$ cat config.mk
export PLATFORM = sky130hd
export DESIGN_NAME = prienc_cascade16
export DESIGN_NICKNAME = d
export VERILOG_FILES = /design/src/rtl/prienc_pkg.sv /design/src/rtl/prienc_stage.sv /design/src/rtl/prienc_merge.sv /design/src/rtl/prienc_cascade16.sv
export SDC_FILE = /design/constraint.sdc
export NUM_CORES = 1
export LEC_CHECK = 0
export ABC_AREA = 1
export CAP_MARGIN = 30
export CELL_PAD_IN_SITES_DETAIL_PLACEMENT = 2
export CELL_PAD_IN_SITES_GLOBAL_PLACEMENT = 2
export CORE_AREA = 2 2 39 41
export CTS_CLUSTER_DIAMETER = 150
export DETAILED_ROUTE_END_ITERATION = 16
export DIE_AREA = 0 0 41 43
export DONT_BUFFER_PORTS = 1
export PLACE_DENSITY = 0.71
export SKIP_CTS_REPAIR_TIMING = 1
export SLEW_MARGIN = 30
export SYNTH_ARGS = -nofsm -noshare
export SYNTH_HDL_FRONTEND = slang
export SYNTH_SLANG_ARGS = --single-unit
$ cat constraint.sdc
create_clock -name clk -period 1.8 [get_ports clk]
set_input_delay 0.09 -clock clk [delete_from_list [all_inputs] [get_ports clk]]
set_output_delay 0.09 -clock clk [all_outputs]
set_load 0.01 [all_outputs]
$ cat src/rtl/prienc_pkg.sv
package prienc_pkg;
    localparam int STAGE_LANES = 8;
    localparam int STAGE_IDX_W = $clog2(STAGE_LANES);

    typedef struct packed {
        logic [STAGE_IDX_W:0] code;
        logic                 grp_any;
        logic                 chain_out;
    } casc_res_t;
endpackage

$ cat src/rtl/prienc_stage.sv
module prienc_stage #(
    parameter int LANES = prienc_pkg::STAGE_LANES,
    localparam int IDX_W = $clog2(LANES)
) (
    input  logic [LANES-1:0] req,
    input  logic             en_in,
    output logic [IDX_W-1:0] addr,
    output logic             grp,
    output logic             en_out
);
    logic [IDX_W-1:0] idx;
    logic             any;

    always_comb begin
        idx = '0;
        for (int i = 0; i < LANES; i++) begin
            if (req[i]) idx = IDX_W'(i);
        end
        any    = |req;
        addr   = en_in ? idx : '0;
        grp    = en_in & any;
        en_out = en_in & ~any;
    end
endmodule

$ cat src/rtl/prienc_merge.sv
module prienc_merge #(
    parameter int LANES = prienc_pkg::STAGE_LANES,
    localparam int IDX_W = $clog2(LANES)
) (
    input  logic [IDX_W-1:0] hi_addr,
    input  logic             hi_grp,
    input  logic [IDX_W-1:0] lo_addr,
    input  logic             lo_grp,
    input  logic             lo_en_out,
    output logic [IDX_W:0]   code,
    output logic             grp_any,
    output logic             chain_out
);
    always_comb begin
        code      = {hi_grp, hi_addr | lo_addr};
        grp_any   = hi_grp | lo_grp;
        chain_out = lo_en_out;
    end
endmodule

$ cat src/rtl/prienc_cascade16.sv
module prienc_cascade16 #(
    parameter int LANES   = prienc_pkg::STAGE_LANES,
    parameter bit REG_OUT = 1'b1,
    localparam int IN_W   = 2 * LANES,
    localparam int IDX_W  = $clog2(LANES)
) (
    input  logic              clk,
    input  logic              rst,
    input  logic [IN_W-1:0]   req,
    output logic [IDX_W:0]    code,
    output logic              grp_any,
    output logic              chain_out
);
    import prienc_pkg::*;

    logic [IDX_W-1:0] hi_addr, lo_addr;
    logic             hi_grp, hi_en_out, lo_grp, lo_en_out;
    logic [IDX_W:0]   m_code;
    logic             m_grp, m_chain;
    casc_res_t        res_d, res;

    prienc_stage #(.LANES(LANES)) u_hi (
        .req(req[IN_W-1:LANES]), .en_in(1'b1),
        .addr(hi_addr), .grp(hi_grp), .en_out(hi_en_out)
    );

    prienc_stage #(.LANES(LANES)) u_lo (
        .req(req[LANES-1:0]), .en_in(hi_en_out),
        .addr(lo_addr), .grp(lo_grp), .en_out(lo_en_out)
    );

    prienc_merge #(.LANES(LANES)) u_merge (
        .hi_addr(hi_addr), .hi_grp(hi_grp),
        .lo_addr(lo_addr), .lo_grp(lo_grp), .lo_en_out(lo_en_out),
        .code(m_code), .grp_any(m_grp), .chain_out(m_chain)
    );

    always_comb begin
        res_d.code      = m_code;
        res_d.grp_any   = m_grp;
        res_d.chain_out = m_chain;
    end

    generate
        if (REG_OUT) begin : g_reg
            casc_res_t res_q;
            always_ff @(posedge clk) begin
                if (rst) res_q <= '0;
                else     res_q <= res_d;
            end
            assign res = res_q;
        end else begin : g_comb
            assign res = res_d;
        end
    endgenerate

    assign code      = res.code;
    assign grp_any   = res.grp_any;
    assign chain_out = res.chain_out;
endmodule

==> flow_summary_export.csv <==
group,metric,value,unit
synthesis,synth_top_family_by_area,"simple AND/OR/NAND/NOR gates",
synthesis,synth_cell_types,13,
finish,diodes,0,
die,dieArea,1760,um^2
sta,hold_violations,0,
worst_setup_path,cp_max_fo,6,
clock_tree,cts_tree,"done",
worst_setup_path,crit_path_end,"code[1]",
sta,slew-limit-headroom,0.830,
worst_setup_path,worstPathRequired,1.97,ns
global_route,overflow,0,
synthesis,synth-simple-area-share,0.408,
synthesis,synth_area,332,um^2
worst_setup_path,crit_family,"buffers and inverters",
die,die-height,43,um
clock_tree,clock_sinks,6,
worst_setup_path,end_kind,"register",
synthesis,synth_area_per_cell,6.26,um^2
finish,final_area,384,um^2
sta,setup_viol,0,
sta,final-max-slew-violation-count,0,
finish,fin_cells,73,
clock_tree,numCtsBuffers,3,
global_route,grt_max_degree,7,
die,fp.coreArea,1380,um^2
finish,fillers,179,
clock_tree,clock-root-buffer,"clkbuf_4",
route,drtAntennaViolNets,0,
global_route,antenna_found_initial,0,
sta,post-route-period-util,0.390,
worst_setup_path,cpMaxStageDelayCell,"dlygate4sd3_1",
finish,seq_area,120,um^2
synthesis,synthCells,53,
synthesis,yosys_warnings,0,
power,peakVddDrop,0.124,mV
placed_design,dp_cells,69,
sta,max_freq,1430,MHz
route,vias,328,
worst_setup_path,cp_num_cells,2,
synthesis,synth_edf_count,0,
die,io_pins,24,
route,wl_met2,393,um
die,row_count,14,
synthesis,synthTopCellsByCount,"16 x nand2_1, 8 x nor2_1, 7 x inv_1",
die,start_util,0.240,
worst_setup_path,cp_cell_sequence,"dlygate4sd3_1, a31oi_1",
route,dr_wl_met3,80,um
synthesis,synth-compound-area-share,0.106,
route,wl_met1,296,um
synthesis,ys_async_sr_fraction,0,
worst_setup_path,start_kind,"primary input",
worst_setup_path,startpoint,"rst",
synthesis,ys_ff_latch,6,
synthesis,synth_fa_ha_area_frac,0,
finish,layout.nets,77,
worst_setup_path,cp_num_buf_inv,1,
sta,worstMarginPinSlew,0.253,ns
synthesis,yosysSeqAreaShare,0.362,
finish,multi_input_area,170,um^2
hold_path,hp-class,"primary input to register",
worst_setup_path,arrival,0.87,ns
placed_design,place_congestion,0.629,
route,firstDrtPassIters,3,
clock_tree,cts_buffer_depth,2,
flow_run,drv_cap,0,
placed_design,place_area,352,um^2
synthesis,synth_area_leader_cell,"dfxtp_1",
route,route.detailed.drc,0,
clock_tree,cts_max_level,1,
global_route,grt_pass1_wl,1.26,mm
placed_design,hpwl,693,um
route,drt_wl_total,787,um
route,routed_via_density,4.49,
sta,setup_tns,0,ns
synthesis,ys_top_cells_by_area,"dfxtp_1 36%, nand2_1 18%, nor2_1 9.1%",
synthesis,synth_most_common_cell,"nand2_1",
synthesis,synth_xor_xnor_area_share,0,
worst_setup_path,critPathMaxStageDelay,0.62,ns
route,drt_iter0_drc,6,
hold_path,holdPathStages,2,
route,wl_per_cell,10.8,um
synthesis,yosysTopAreaCellShare,0.362,
route,routed.top_layer,"met4",
placed_design,portBuffers,0,
die,die_w,41,um
finish,syn2layout_area_growth,15.8,%
hold_path,hp-start,"req[15]",
global_route,grt_pass1_vias,345,
sta,min_period,0.702,ns
clock_tree,cts.clk_slew.worst_paths,0.05,ns
power,p_leak,0.186,nW
worst_setup_path,worstSetupPathType,"primary input to register",
synthesis,ys.flop_type,"dfxtp_1",
sta,rsz0062_at_grt,"no",
sta,fin_hold_ws,0.0363,ns
synthesis,syn_nets,71,
status,status,"completed",
finish,drive_above_1_share,0.211,
power,power.density,786,nW/um^2
synthesis,muxShareOfSynthArea,0,
global_route,grt.total_usage,0.104,
## through the flow
| stage | utilization | total power [mW] | setup slack [ns] |
|---|---|---|---|
| 6_report | 0.278 | 0.302 | 1.10 |
| 5_1_grt | 0.278 | 0.320 | 1.05 |
| 3_5_place_dp | 0.254 | 0.180 | 1.03 |
| 4_1_cts | 0.270 | 0.306 | 1.09 |
| 3_3_place_gp | 0.254 | 0.179 | 1.04 |
| 2_1_floorplan | - | 0.174 | 1.13 |
## power by group
group          leakage, nW  switching (mW)  internal [mW]  total [mW]
clock network       0.0138          0.0467         0.0753       0.122
registers           0.0502         0.00596          0.141       0.147
logic                0.122          0.0198         0.0135      0.0333
total                0.186          0.0724          0.229       0.302
## layer usage
layer	vias up	global-route usage
met3	3	0.0366
met5	-	0
met4	0	0.0600
met2	16	0.163
met1	142	0.115
li1	167	-
## cell families after synthesis
logic type             count (synthesis)
AND/OR/NAND/NOR                       30
buffers and inverters                 11
flip-flops                             6
AO/OA/AOI/OAI                          6
## cells in the final DEF, fill, tap and decap left out, drive strengths merged
cell         count
nand2           16
nor2            11
inv             11
dfxtp            6
a21oi            4
clkbuf           3
nand4            1
nand3            1
nor3             1
o21ai            1
a31oi            1
dlygate4sd3      1
## layout make-up
class                           count  share of cell area
Multi-Input combinational cell     36               0.443
Sequential cell                     6               0.313
Inverter                           11               0.107
Clock buffer                        3              0.0586
Tap cell                           16              0.0521
Timing Repair Buffer                1              0.0261
## how the worst min path moves through the flow
stage / end / slack (ns)
3_3_place_gp: code[0] / 0.16
3_5_place_dp: code[0] / 0.16
4_1_cts: code[0] / -0.1
6_report: code[0] / 0.04
5_1_grt: code[0] / 0.04
2_1_floorplan: code[0] / 0.16
## registers in the layout, summed over array words and instances, names as in the netlist
register and flops:
code 4, chain_out 1, grp_any 1
(Power assumes the default switching activity.)
